--- src/rtl/crs_pkg.sv ---
package crs_pkg;

  // ready level encoded as {rdy, ardy}
  typedef enum logic [1:0] {
    LV_FULL  = 2'b00,
    LV_CACHE = 2'b10,
    LV_READY = 2'b11
  } lvl_e;

  typedef enum logic [1:0] {
    ST_READY,
    ST_ARRAY,
    ST_RCBSY,
    ST_CACHE
  } st_e;

  typedef enum logic [2:0] {
    DS_IDLE,
    DS_ADDR_RD,
    DS_WAIT_RD,
    DS_ADDR_COL,
    DS_WAIT_COL
  } ds_e;

  localparam logic [7:0] OP_READ    = 8'h00;
  localparam logic [7:0] OP_CONF_RD = 8'h30;
  localparam logic [7:0] OP_SEQ     = 8'h31;
  localparam logic [7:0] OP_LAST    = 8'h3F;
  localparam logic [7:0] OP_COLSEL  = 8'h05;
  localparam logic [7:0] OP_COLCONF = 8'hE0;
  localparam logic [7:0] OP_STAT    = 8'h70;
  localparam logic [7:0] OP_STATX   = 8'h78;
  localparam logic [7:0] OP_RESET   = 8'hFF;

  // opcode admissible in a ready level (prefix checks are separate)
  function automatic logic op_legal(lvl_e lv, logic [7:0] op);
    logic always_ok, cache_ok, ready_ok;
    always_ok = (op == OP_STAT) || (op == OP_STATX) || (op == OP_RESET);
    cache_ok  = (op == OP_READ) || (op == OP_SEQ) ||
                (op == OP_COLSEL) || (op == OP_COLCONF);
    ready_ok  = (op == OP_CONF_RD) || (op == OP_LAST);
    case (lv)
      LV_FULL:  return always_ok;
      LV_CACHE: return always_ok || cache_ok;
      default:  return always_ok || cache_ok || ready_ok;
    endcase
  endfunction

  // column clamp to the last valid column
  function automatic logic [31:0] col_clamp(logic [31:0] v, logic [31:0] last);
    return (v > last) ? last : v;
  endfunction

  // successor of a {block,page} row; carry from page into block is natural
  function automatic logic [31:0] row_succ(logic [31:0] r);
    return r + 32'd1;
  endfunction

endpackage

--- src/rtl/crs_cmd_decode.sv ---
module crs_cmd_decode
  import crs_pkg::*;
#(
  parameter int NCOL  = 2,
  parameter int NROW  = 3,
  parameter int ROW_W = 18,
  localparam int CV_W  = NCOL * 8,
  localparam int NADDR = NCOL + NROW,
  localparam int AB_W  = NADDR * 8,
  localparam int AC_W  = $clog2(NADDR + 1)
) (
  input  logic             clk,
  input  logic             rst_n,
  input  logic             cmd_valid,
  input  logic [7:0]       cmd_byte,
  input  logic             addr_valid,
  input  logic [7:0]       addr_byte,
  input  lvl_e             lvl,
  output logic             ev_read,
  output logic             ev_seq,
  output logic             ev_rand,
  output logic             ev_last,
  output logic             ev_colset,
  output logic             ev_reset,
  output logic             ev_bad,
  output logic [ROW_W-1:0] ev_row,
  output logic [CV_W-1:0]  ev_col
);

  ds_e             ds, ds_n;
  logic [AC_W-1:0] acnt;
  logic [AB_W-1:0] abuf;
  logic            collecting;
  logic            ok;

  assign collecting = (ds == DS_ADDR_RD) || (ds == DS_ADDR_COL);
  assign ok         = op_legal(lvl, cmd_byte);
  assign ev_row     = abuf[CV_W +: ROW_W];
  assign ev_col     = abuf[CV_W-1:0];

  always_comb begin
    ds_n      = ds;
    ev_read   = 1'b0;
    ev_seq    = 1'b0;
    ev_rand   = 1'b0;
    ev_last   = 1'b0;
    ev_colset = 1'b0;
    ev_reset  = 1'b0;
    ev_bad    = 1'b0;
    if (cmd_valid) begin
      ds_n = DS_IDLE;
      if (!ok) begin
        ev_bad = 1'b1;
      end else begin
        case (cmd_byte)
          OP_READ:    ds_n = DS_ADDR_RD;
          OP_CONF_RD: if (ds == DS_WAIT_RD) ev_read = 1'b1; else ev_bad = 1'b1;
          OP_SEQ:     if (ds == DS_WAIT_RD) ev_rand = 1'b1; else ev_seq = 1'b1;
          OP_LAST:    ev_last = 1'b1;
          OP_COLSEL:  ds_n = DS_ADDR_COL;
          OP_COLCONF: if (ds == DS_WAIT_COL) ev_colset = 1'b1; else ev_bad = 1'b1;
          OP_RESET:   ev_reset = 1'b1;
          default:    ;
        endcase
      end
    end else if (addr_valid) begin
      case (ds)
        DS_ADDR_RD:  if (acnt == AC_W'(NADDR - 1)) ds_n = DS_WAIT_RD;
        DS_ADDR_COL: if (acnt == AC_W'(NCOL - 1))  ds_n = DS_WAIT_COL;
        default: begin
          ev_bad = 1'b1;
          ds_n   = DS_IDLE;
        end
      endcase
    end
  end

  always_ff @(posedge clk or negedge rst_n) begin
    if (!rst_n) begin
      ds   <= DS_IDLE;
      acnt <= '0;
      abuf <= '0;
    end else begin
      ds <= ds_n;
      if (cmd_valid) begin
        acnt <= '0;
      end else if (addr_valid && collecting) begin
        abuf[acnt*8 +: 8] <= addr_byte;
        acnt <= acnt + 1'b1;
      end
    end
  end

  a_r13_one_event: assert property (@(posedge clk) disable iff (!rst_n)
    $onehot0({ev_read, ev_seq, ev_rand, ev_last, ev_colset, ev_reset, ev_bad}));

  a_r13_stray_addr: assert property (@(posedge clk) disable iff (!rst_n)
    (addr_valid && !cmd_valid && ds == DS_IDLE) |-> ev_bad);

endmodule

--- src/rtl/crs_col_ptr.sv ---
module crs_col_ptr
  import crs_pkg::*;
#(
  parameter int PAGE_LEN = 2112,
  parameter int COL_W    = 12,
  parameter int CV_W     = 16
) (
  input  logic             clk,
  input  logic             rst_n,
  input  logic             load,
  input  logic [CV_W-1:0]  load_val,
  input  logic             step,
  output logic [COL_W-1:0] col,
  output logic             sat_err
);

  localparam logic [COL_W-1:0] LAST_C = COL_W'(PAGE_LEN - 1);
  localparam logic [31:0]      LAST_W = 32'(PAGE_LEN - 1);

  logic [31:0] clamped;
  logic        over;

  assign clamped = col_clamp(32'(load_val), LAST_W);
  assign over    = 32'(load_val) > LAST_W;

  always_ff @(posedge clk or negedge rst_n) begin
    if (!rst_n) begin
      col     <= '0;
      sat_err <= 1'b0;
    end else if (load) begin
      col     <= COL_W'(clamped);
      sat_err <= over;
    end else if (step) begin
      if (col == LAST_C) begin
        sat_err <= 1'b1;
      end else begin
        col     <= col + 1'b1;
        sat_err <= 1'b0;
      end
    end else begin
      sat_err <= 1'b0;
    end
  end

  a_r6_col_in_range: assert property (@(posedge clk) disable iff (!rst_n)
    col <= LAST_C);

  a_r6_err_at_last: assert property (@(posedge clk) disable iff (!rst_n)
    sat_err |-> (col == LAST_C));

endmodule

--- src/rtl/cache_read_seq.sv ---
module cache_read_seq
  import crs_pkg::*;
#(
  parameter int PAGE_BITS = 6,
  parameter int BLK_BITS  = 12,
  parameter int PAGE_LEN  = 2112,
  parameter int T_R       = 1000,
  parameter int T_RCBSY   = 150,
  localparam int ROW_W  = PAGE_BITS + BLK_BITS,
  localparam int NROW   = (ROW_W + 7) / 8,
  localparam int COL_W  = $clog2(PAGE_LEN),
  localparam int NCOL   = (COL_W + 7) / 8,
  localparam int CV_W   = NCOL * 8,
  localparam int TR_W   = $clog2(T_R + 1),
  localparam int RCB_W  = $clog2(T_RCBSY + 1)
) (
  input  logic             clk,
  input  logic             rst_n,
  input  logic             cmd_valid,
  input  logic [7:0]       cmd_byte,
  input  logic             addr_valid,
  input  logic [7:0]       addr_byte,
  input  logic             dout_req,
  output logic             rdy,
  output logic             ardy,
  output logic             cache_vld,
  output logic [ROW_W-1:0] cache_page,
  output logic [COL_W-1:0] col_ptr,
  output logic             cmd_err,
  output logic             lun_err,
  output logic             col_err
);

  // decoder events (named for the assertions)
  logic             ev_read, ev_seq, ev_rand, ev_last, ev_colset, ev_reset, ev_bad;
  logic [ROW_W-1:0] ev_row;
  logic [CV_W-1:0]  ev_col;

  st_e              st;
  lvl_e             lvl;
  logic             arr_busy;
  logic [TR_W-1:0]  arr_cnt;
  logic [RCB_W-1:0] rcb_cnt;
  logic [ROW_W-1:0] arr_pg, data_pg, last_tgt, pend_tgt;
  logic [CV_W-1:0]  rd_col;
  logic             op_last;

  logic             arr_done, tr_done, rcb_end, seq_wrap, seq_go;
  logic [ROW_W-1:0] seq_row, cache_tgt;
  logic             col_load;
  logic [CV_W-1:0]  col_val;

  always_comb begin
    case (st)
      ST_READY: lvl = LV_READY;
      ST_CACHE: lvl = LV_CACHE;
      default:  lvl = LV_FULL;
    endcase
  end

  assign rdy  = lvl[1];
  assign ardy = lvl[0];

  crs_cmd_decode #(.NCOL(NCOL), .NROW(NROW), .ROW_W(ROW_W)) u_dec (
    .clk(clk), .rst_n(rst_n),
    .cmd_valid(cmd_valid), .cmd_byte(cmd_byte),
    .addr_valid(addr_valid), .addr_byte(addr_byte),
    .lvl(lvl),
    .ev_read(ev_read), .ev_seq(ev_seq), .ev_rand(ev_rand), .ev_last(ev_last),
    .ev_colset(ev_colset), .ev_reset(ev_reset), .ev_bad(ev_bad),
    .ev_row(ev_row), .ev_col(ev_col)
  );

  assign arr_done  = arr_busy && (arr_cnt == TR_W'(T_R - 1));
  assign tr_done   = (st == ST_ARRAY) && arr_done;
  assign rcb_end   = (st == ST_RCBSY) && (rcb_cnt == RCB_W'(T_RCBSY - 1)) && !arr_busy;
  assign seq_wrap  = (last_tgt == {ROW_W{1'b1}});
  assign seq_go    = ev_seq && !seq_wrap;
  assign seq_row   = ROW_W'(row_succ(32'(last_tgt)));
  assign cache_tgt = seq_go ? seq_row : ev_row;

  // column pointer control
  assign col_load = ev_reset || ev_colset || tr_done || rcb_end;
  always_comb begin
    if (ev_reset || rcb_end) col_val = '0;
    else if (ev_colset)      col_val = ev_col;
    else                     col_val = rd_col;
  end

  crs_col_ptr #(.PAGE_LEN(PAGE_LEN), .COL_W(COL_W), .CV_W(CV_W)) u_col (
    .clk(clk), .rst_n(rst_n),
    .load(col_load), .load_val(col_val), .step(dout_req),
    .col(col_ptr), .sat_err(col_err)
  );

  always_ff @(posedge clk or negedge rst_n) begin
    if (!rst_n) begin
      st         <= ST_READY;
      arr_busy   <= 1'b0;
      arr_cnt    <= '0;
      rcb_cnt    <= '0;
      arr_pg     <= '0;
      data_pg    <= '0;
      last_tgt   <= '0;
      pend_tgt   <= '0;
      rd_col     <= '0;
      op_last    <= 1'b0;
      cache_page <= '0;
      cache_vld  <= 1'b0;
      cmd_err    <= 1'b0;
      lun_err    <= 1'b0;
    end else begin
      cmd_err <= ev_bad;
      lun_err <= ev_seq && seq_wrap;
      if (ev_reset) begin
        st        <= ST_READY;
        arr_busy  <= 1'b0;
        arr_cnt   <= '0;
        rcb_cnt   <= '0;
        cache_vld <= 1'b0;
      end else begin
        // array fetch engine
        if (arr_busy) begin
          if (arr_done) begin
            arr_busy <= 1'b0;
            data_pg  <= arr_pg;
          end else begin
            arr_cnt <= arr_cnt + 1'b1;
          end
        end
        if (st == ST_RCBSY && rcb_cnt != RCB_W'(T_RCBSY - 1))
          rcb_cnt <= rcb_cnt + 1'b1;

        case (st)
          ST_READY, ST_CACHE: begin
            if (st == ST_CACHE && arr_done) st <= ST_READY;
            if (ev_read) begin
              arr_busy <= 1'b1;
              arr_cnt  <= '0;
              arr_pg   <= ev_row;
              last_tgt <= ev_row;
              rd_col   <= ev_col;
              st       <= ST_ARRAY;
            end else if (seq_go || ev_rand || ev_last) begin
              st      <= ST_RCBSY;
              rcb_cnt <= '0;
              op_last <= ev_last;
              if (!ev_last) begin
                pend_tgt <= cache_tgt;
                last_tgt <= cache_tgt;
              end
            end
          end
          ST_ARRAY: begin
            if (arr_done) begin
              cache_page <= arr_pg;
              cache_vld  <= 1'b1;
              st         <= ST_READY;
            end
          end
          default: begin
            if (rcb_end) begin
              cache_page <= data_pg;
              cache_vld  <= 1'b1;
              if (op_last) begin
                st <= ST_READY;
              end else begin
                arr_busy <= 1'b1;
                arr_cnt  <= '0;
                arr_pg   <= pend_tgt;
                st       <= ST_CACHE;
              end
            end
          end
        endcase
      end
    end
  end

  a_r1_read_goes_busy: assert property (@(posedge clk) disable iff (!rst_n)
    ev_read |=> (!rdy && !ardy));

  a_r4_cache_held_in_busy: assert property (@(posedge clk) disable iff (!rst_n)
    (!rdy && $past(!rdy)) |-> $stable(cache_page));

  a_r11_lun_err_no_busy: assert property (@(posedge clk) disable iff (!rst_n)
    lun_err |-> rdy);

  a_r12_reset_ready: assert property (@(posedge clk) disable iff (!rst_n)
    ev_reset |=> (rdy && ardy && col_ptr == '0 && !cache_vld));

  a_r8_cache_busy_rejects: assert property (@(posedge clk) disable iff (!rst_n)
    (cmd_valid && lvl == LV_CACHE && (cmd_byte == OP_LAST || cmd_byte == OP_CONF_RD))
      |=> cmd_err);

endmodule

--- config.mk ---
export PLATFORM = sky130hd
export DESIGN_NAME = cache_read_seq
export DESIGN_NICKNAME = d
export VERILOG_FILES = /design/src/rtl/crs_pkg.sv /design/src/rtl/crs_cmd_decode.sv /design/src/rtl/crs_col_ptr.sv /design/src/rtl/cache_read_seq.sv
export SDC_FILE = /design/constraint.sdc
export NUM_CORES = 1
export LEC_CHECK = 0
export BUFFER_PORTS_ARGS = -buffer_cell sky130_fd_sc_hd__buf_4
export CAP_MARGIN = 40
export CORE_ASPECT_RATIO = 0.9
export CORE_MARGIN = 4
export CORE_UTILIZATION = 65
export DETAILED_ROUTE_END_ITERATION = 16
export GPL_TIMING_DRIVEN = 0
export PLACE_DENSITY = 0.84
export SLEW_MARGIN = 20
export SYNTH_ARGS = -nofsm -noshare
export SYNTH_HDL_FRONTEND = slang
export SYNTH_SLANG_ARGS = --single-unit
--- constraint.sdc ---
create_clock -name clk -period 5.83 [get_ports clk]
set_input_delay 0.583 -clock clk [delete_from_list [all_inputs] [get_ports clk]]
set_output_delay 0.583 -clock clk [all_outputs]
set_load 0.03 [all_outputs]
==> qor.log <==
[drt] vias 7529
[timing] final setup violation count 0
[cts] clock network latency to the later pin of the worst-skew pair 440 ps
[status] run status finished, final reports clean
[layout] share of cells above drive strength 1 0.189
[worst_setup_path] CP Max Fanout 10
[worst_hold_path] worst hold path type in2async
[global_route] global-route wire length before repair 36700 µm
[drt] DRT iter0 DRCs 835
[yosys] most common flop cell mapped by yosys sky130_fd_sc_hd__dfrtp_1
[yosys] top post-synthesis cells by area sky130_fd_sc_hd__dfrtp_1 (48%), sky130_fd_sc_hd__mux2i_1 (6.2%), sky130_fd_sc_hd__nand2_1 (5.8%)
[worst_setup_path] critical setup path kind reg2reg
[yosys] number of instances in the synthesized netlist 949
[layout] Post-Layout Inst Area 0.0109 mm²
[global_route] total global routing overflow 0
[timing] Final Hold Vio Count 0
[yosys] most frequent cell after synthesis sky130_fd_sc_hd__dfrtp_1
[pwr] power per cell area 314 mW/mm²
[drt] via/cell ratio 6.11
[yosys] number of enable flip-flop cells after synthesis 0
[yosys] cell type with the highest aggregate area in the netlist sky130_fd_sc_hd__dfrtp_1
[yosys] syn nets 987
[worst_setup_path] critical path startpoint category flip-flop
[yosys] top post-synthesis cells by count sky130_fd_sc_hd__dfrtp_1 (184), sky130_fd_sc_hd__nand2_1 (147), sky130_fd_sc_hd__nor2_1 (75)
[cts] number of buffers inserted to repair setup after CTS 0
[yosys] cell area after synthesis 0.00957 mm²
[placement] Placement Setup Slack 2630 ps
[yosys] flops & latches, synth 184
[global_route] all-layer global routing usage 0.278
[placement] RePlAce Congestion 0.921
[yosys] syn avg cell area 10.1 µm²
[cts] Clock Sinks 184
[yosys] count of unique library cells instantiated by Yosys 72
[layout] total inserted antenna cells 0
[global_route] antenna violations before repair 1
[yosys] post-synth top area share 0.481
[yosys] Yosys Warn Count 0
[drt] Wirelength per Cell 18.1 µm
[timing] total negative slack for setup checks 0 ps
[global_route] vias in the first global route 7157
[global_route] largest net degree at the start of global routing 99
[worst_setup_path] Worst EP arrival 3590 ps
[pwr] largest voltage drop on the vdd net 0.236 mV
[pwr] power consumption 3.41 mW
[cts] clock tree from TritonCTS yes
[placement] detailed placer's ending HPWL 15600 µm
[drt] number of antenna-violating nets in the routed design 0
[yosys] share of the yosys chip area belonging to registers 0.481
[layout] area of combinational cells with multiple inputs 0.00468 mm²
[drt] detailed-route DRC error count 0
[timing] worst-case clock skew 7.34 ps
[timing] setup repair after global routing missed its margin no
[placement] count of buffers from port buffering 55
[timing] Fmax 0.304 GHz
[layout] Area Overhead vs Synth 13.7%
[timing] Hold Slack 118 ps
[die] number of cell rows 41
[layout] Final nets 1064
[die] horizontal die dimension 136 µm
[layout] register area 0.00460 mm²
[cts] Root Buffer Master sky130_fd_sc_hd__clkbuf_16
[die] top-level port count 57
[cts] total clock buffers created by CTS 17
[die] Initial Util 0.673
[pwr] Static Leak 4.96 nW
[yosys] fraction of registers with async set or reset after synthesis 1.00
[worst_setup_path] Critical Path End Type flip-flop
[die] area enclosed by the die boundary 0.0167 mm²
[die] Core ar. 0.0142 mm²
[die] Die Y-Extent 123 µm
[worst_setup_path] Required @ worst endpoint 6120 ps
[cts] cts repair resizes 0
[timing] number of slew-limit violations in the final report 0
[cts] Post-CTS Hold Buffers 0
[timing] worst slew margin relative to its limit 0.458
[cts] clock slew at the register clock pins of the worst setup and hold paths 70 ps
[timing] portion of the clock cycle consumed by the worst path in the final layout 0.565
[timing] slack of the critical path 2540 ps
[drt] First-pass DRT Iterations 5
[layout] Filler cells 951
[placement] DP Area 0.0103 mm²
[timing] clock period minus worst slack 3290 ps
[cts] H-tree depth 4
[run] Max Cap Violations 0
[cts] CTS max path bufs 2
[timing] slew at the pin closest to its max-slew limit 811 ps
[drt] WL final 22300 µm
[critical path: stages (launching register included)]
cell                       delay [ps]
sky130_fd_sc_hd__dfrtp_1          410
sky130_fd_sc_hd__inv_1            160
sky130_fd_sc_hd__ha_1             260
sky130_fd_sc_hd__o311ai_0         340
sky130_fd_sc_hd__o21a_1           340
sky130_fd_sc_hd__nand2_1          290
sky130_fd_sc_hd__nand3_1          290
sky130_fd_sc_hd__buf_1            570
sky130_fd_sc_hd__a21oi_1          110
sky130_fd_sc_hd__o21ai_0          250
sky130_fd_sc_hd__o21ai_1          140
[routing by layer]
metal / vias up / wire length (µm) / track usage / share of wire
met5: - / 14 / 0 / 0.00063
met4: 2 / 420 / 0.0856 / 0.019
met3: 44 / 1530 / 0.0480 / 0.069
met2: 300 / 10300 / 0.441 / 0.46
met1: 3653 / 9990 / 0.398 / 0.45
li1: 3530 / - / - / -
[final timing paths]
path / from / to / slack (ps) / cells past startpoint
min in group clk: cmd_valid / u_dec.acnt[2] / 380 / 2
setup / recovery: st[0] / last_tgt[5] / 2540 / 10
hold reg to reg: pend_tgt[13] / pend_tgt[13] / 480 / 2
max in group asynchronous: rst_n / last_tgt[12] / 4830 / 2
hold / removal: rst_n / rcb_cnt[5] / 120 / 1
setup reg to reg: st[0] / last_tgt[5] / 2540 / 10
[final cells by class]
type                            instances  share of cell area
Clock inverter                         14              0.0158
Sequential cell                       184               0.423
Timing Repair Buffer                   58              0.0421
Inverter                               12             0.00414
Buffer                                 41              0.0216
Tap cell                              193              0.0222
Multi-Input combinational cell        712               0.431
Clock buffer                           18              0.0404
[power breakdown]
group | total, mW | internal (mW) | leakage [nW] | switching (mW)
Sequential | 1.45 | 1.35 | 2.42 | 0.0933
Combinational | 0.767 | 0.301 | 2.24 | 0.466
Clock | 1.20 | 0.689 | 0.298 | 0.510
Total | 3.41 | 2.34 | 4.96 | 1.07
[metrics by stage]
stage | utilization | cells
floorplan | - | 949
global placement | 0.719 | 1197
detailed placement | 0.722 | 1198
CTS | 0.765 | 1230
global route | 0.766 | 1232
finish | 0.766 | 1232
[cells by family (layout without fill, tap and decap cells)]
family                     after synthesis  count (layout)  share of synthesized area
DFF                                    184             184                      0.481
muxes                                  105             105                      0.116
xor gates and xnor gates                39              39                     0.0357
buffers and inverters                   53             143                     0.0293
AOI/OAI and AO/OA                      202             202                      0.140
adders and majority gates               17              17                     0.0222
and+or+nand+nor                        349             349                      0.176
[placed cells by master (no fill, tap or decap), types with 9 or more instances in the layout]
| cell | Yosys | layout |
|---|---|---|
| sky130_fd_sc_hd__nand3_1 | 15 | 15 |
| sky130_fd_sc_hd__a21oi_1 | 36 | 36 |
| sky130_fd_sc_hd__mux2_2 | 46 | 46 |
| sky130_fd_sc_hd__nor3_1 | 18 | 18 |
| sky130_fd_sc_hd__buf_6 | 9 | 9 |
| sky130_fd_sc_hd__buf_4 | 1 | 55 |
| sky130_fd_sc_hd__o21ai_0 | 55 | 55 |
| sky130_fd_sc_hd__nor3b_1 | 9 | 9 |
| sky130_fd_sc_hd__buf_2 | 8 | 9 |
| sky130_fd_sc_hd__and3_1 | 14 | 14 |
| sky130_fd_sc_hd__o21ai_2 | 23 | 23 |
| sky130_fd_sc_hd__dfrtp_1 | 184 | 184 |
| sky130_fd_sc_hd__nand2_1 | 147 | 147 |
| sky130_fd_sc_hd__inv_1 | 12 | 12 |
| sky130_fd_sc_hd__xnor2_1 | 21 | 21 |
| sky130_fd_sc_hd__xor2_1 | 18 | 18 |
| sky130_fd_sc_hd__nand4_1 | 18 | 18 |
| sky130_fd_sc_hd__nor2_1 | 75 | 75 |
| sky130_fd_sc_hd__mux2i_1 | 59 | 59 |
| sky130_fd_sc_hd__clkbuf_1 | 19 | 19 |
| sky130_fd_sc_hd__clkbuf_16 | 0 | 17 |
| sky130_fd_sc_hd__o21ai_1 | 31 | 31 |
| sky130_fd_sc_hd__ha_1 | 17 | 17 |
[registers in the layout (all words and copies together), names as in the netlist]
signal / flops
data_pg: 18
cache_vld: 1
st: 2
rcb_cnt: 8
cmd_err: 1
arr_cnt: 10
u_col.sat_err: 1
u_col.col: 12
u_dec.ds: 3
cache_page: 18
pend_tgt: 18
last_tgt: 18
arr_busy: 1
rd_col: 16
arr_pg: 18
lun_err: 1
op_last: 1
u_dec.acnt: 3
u_dec.abuf: 34
(Power assumes the default switching activity.)
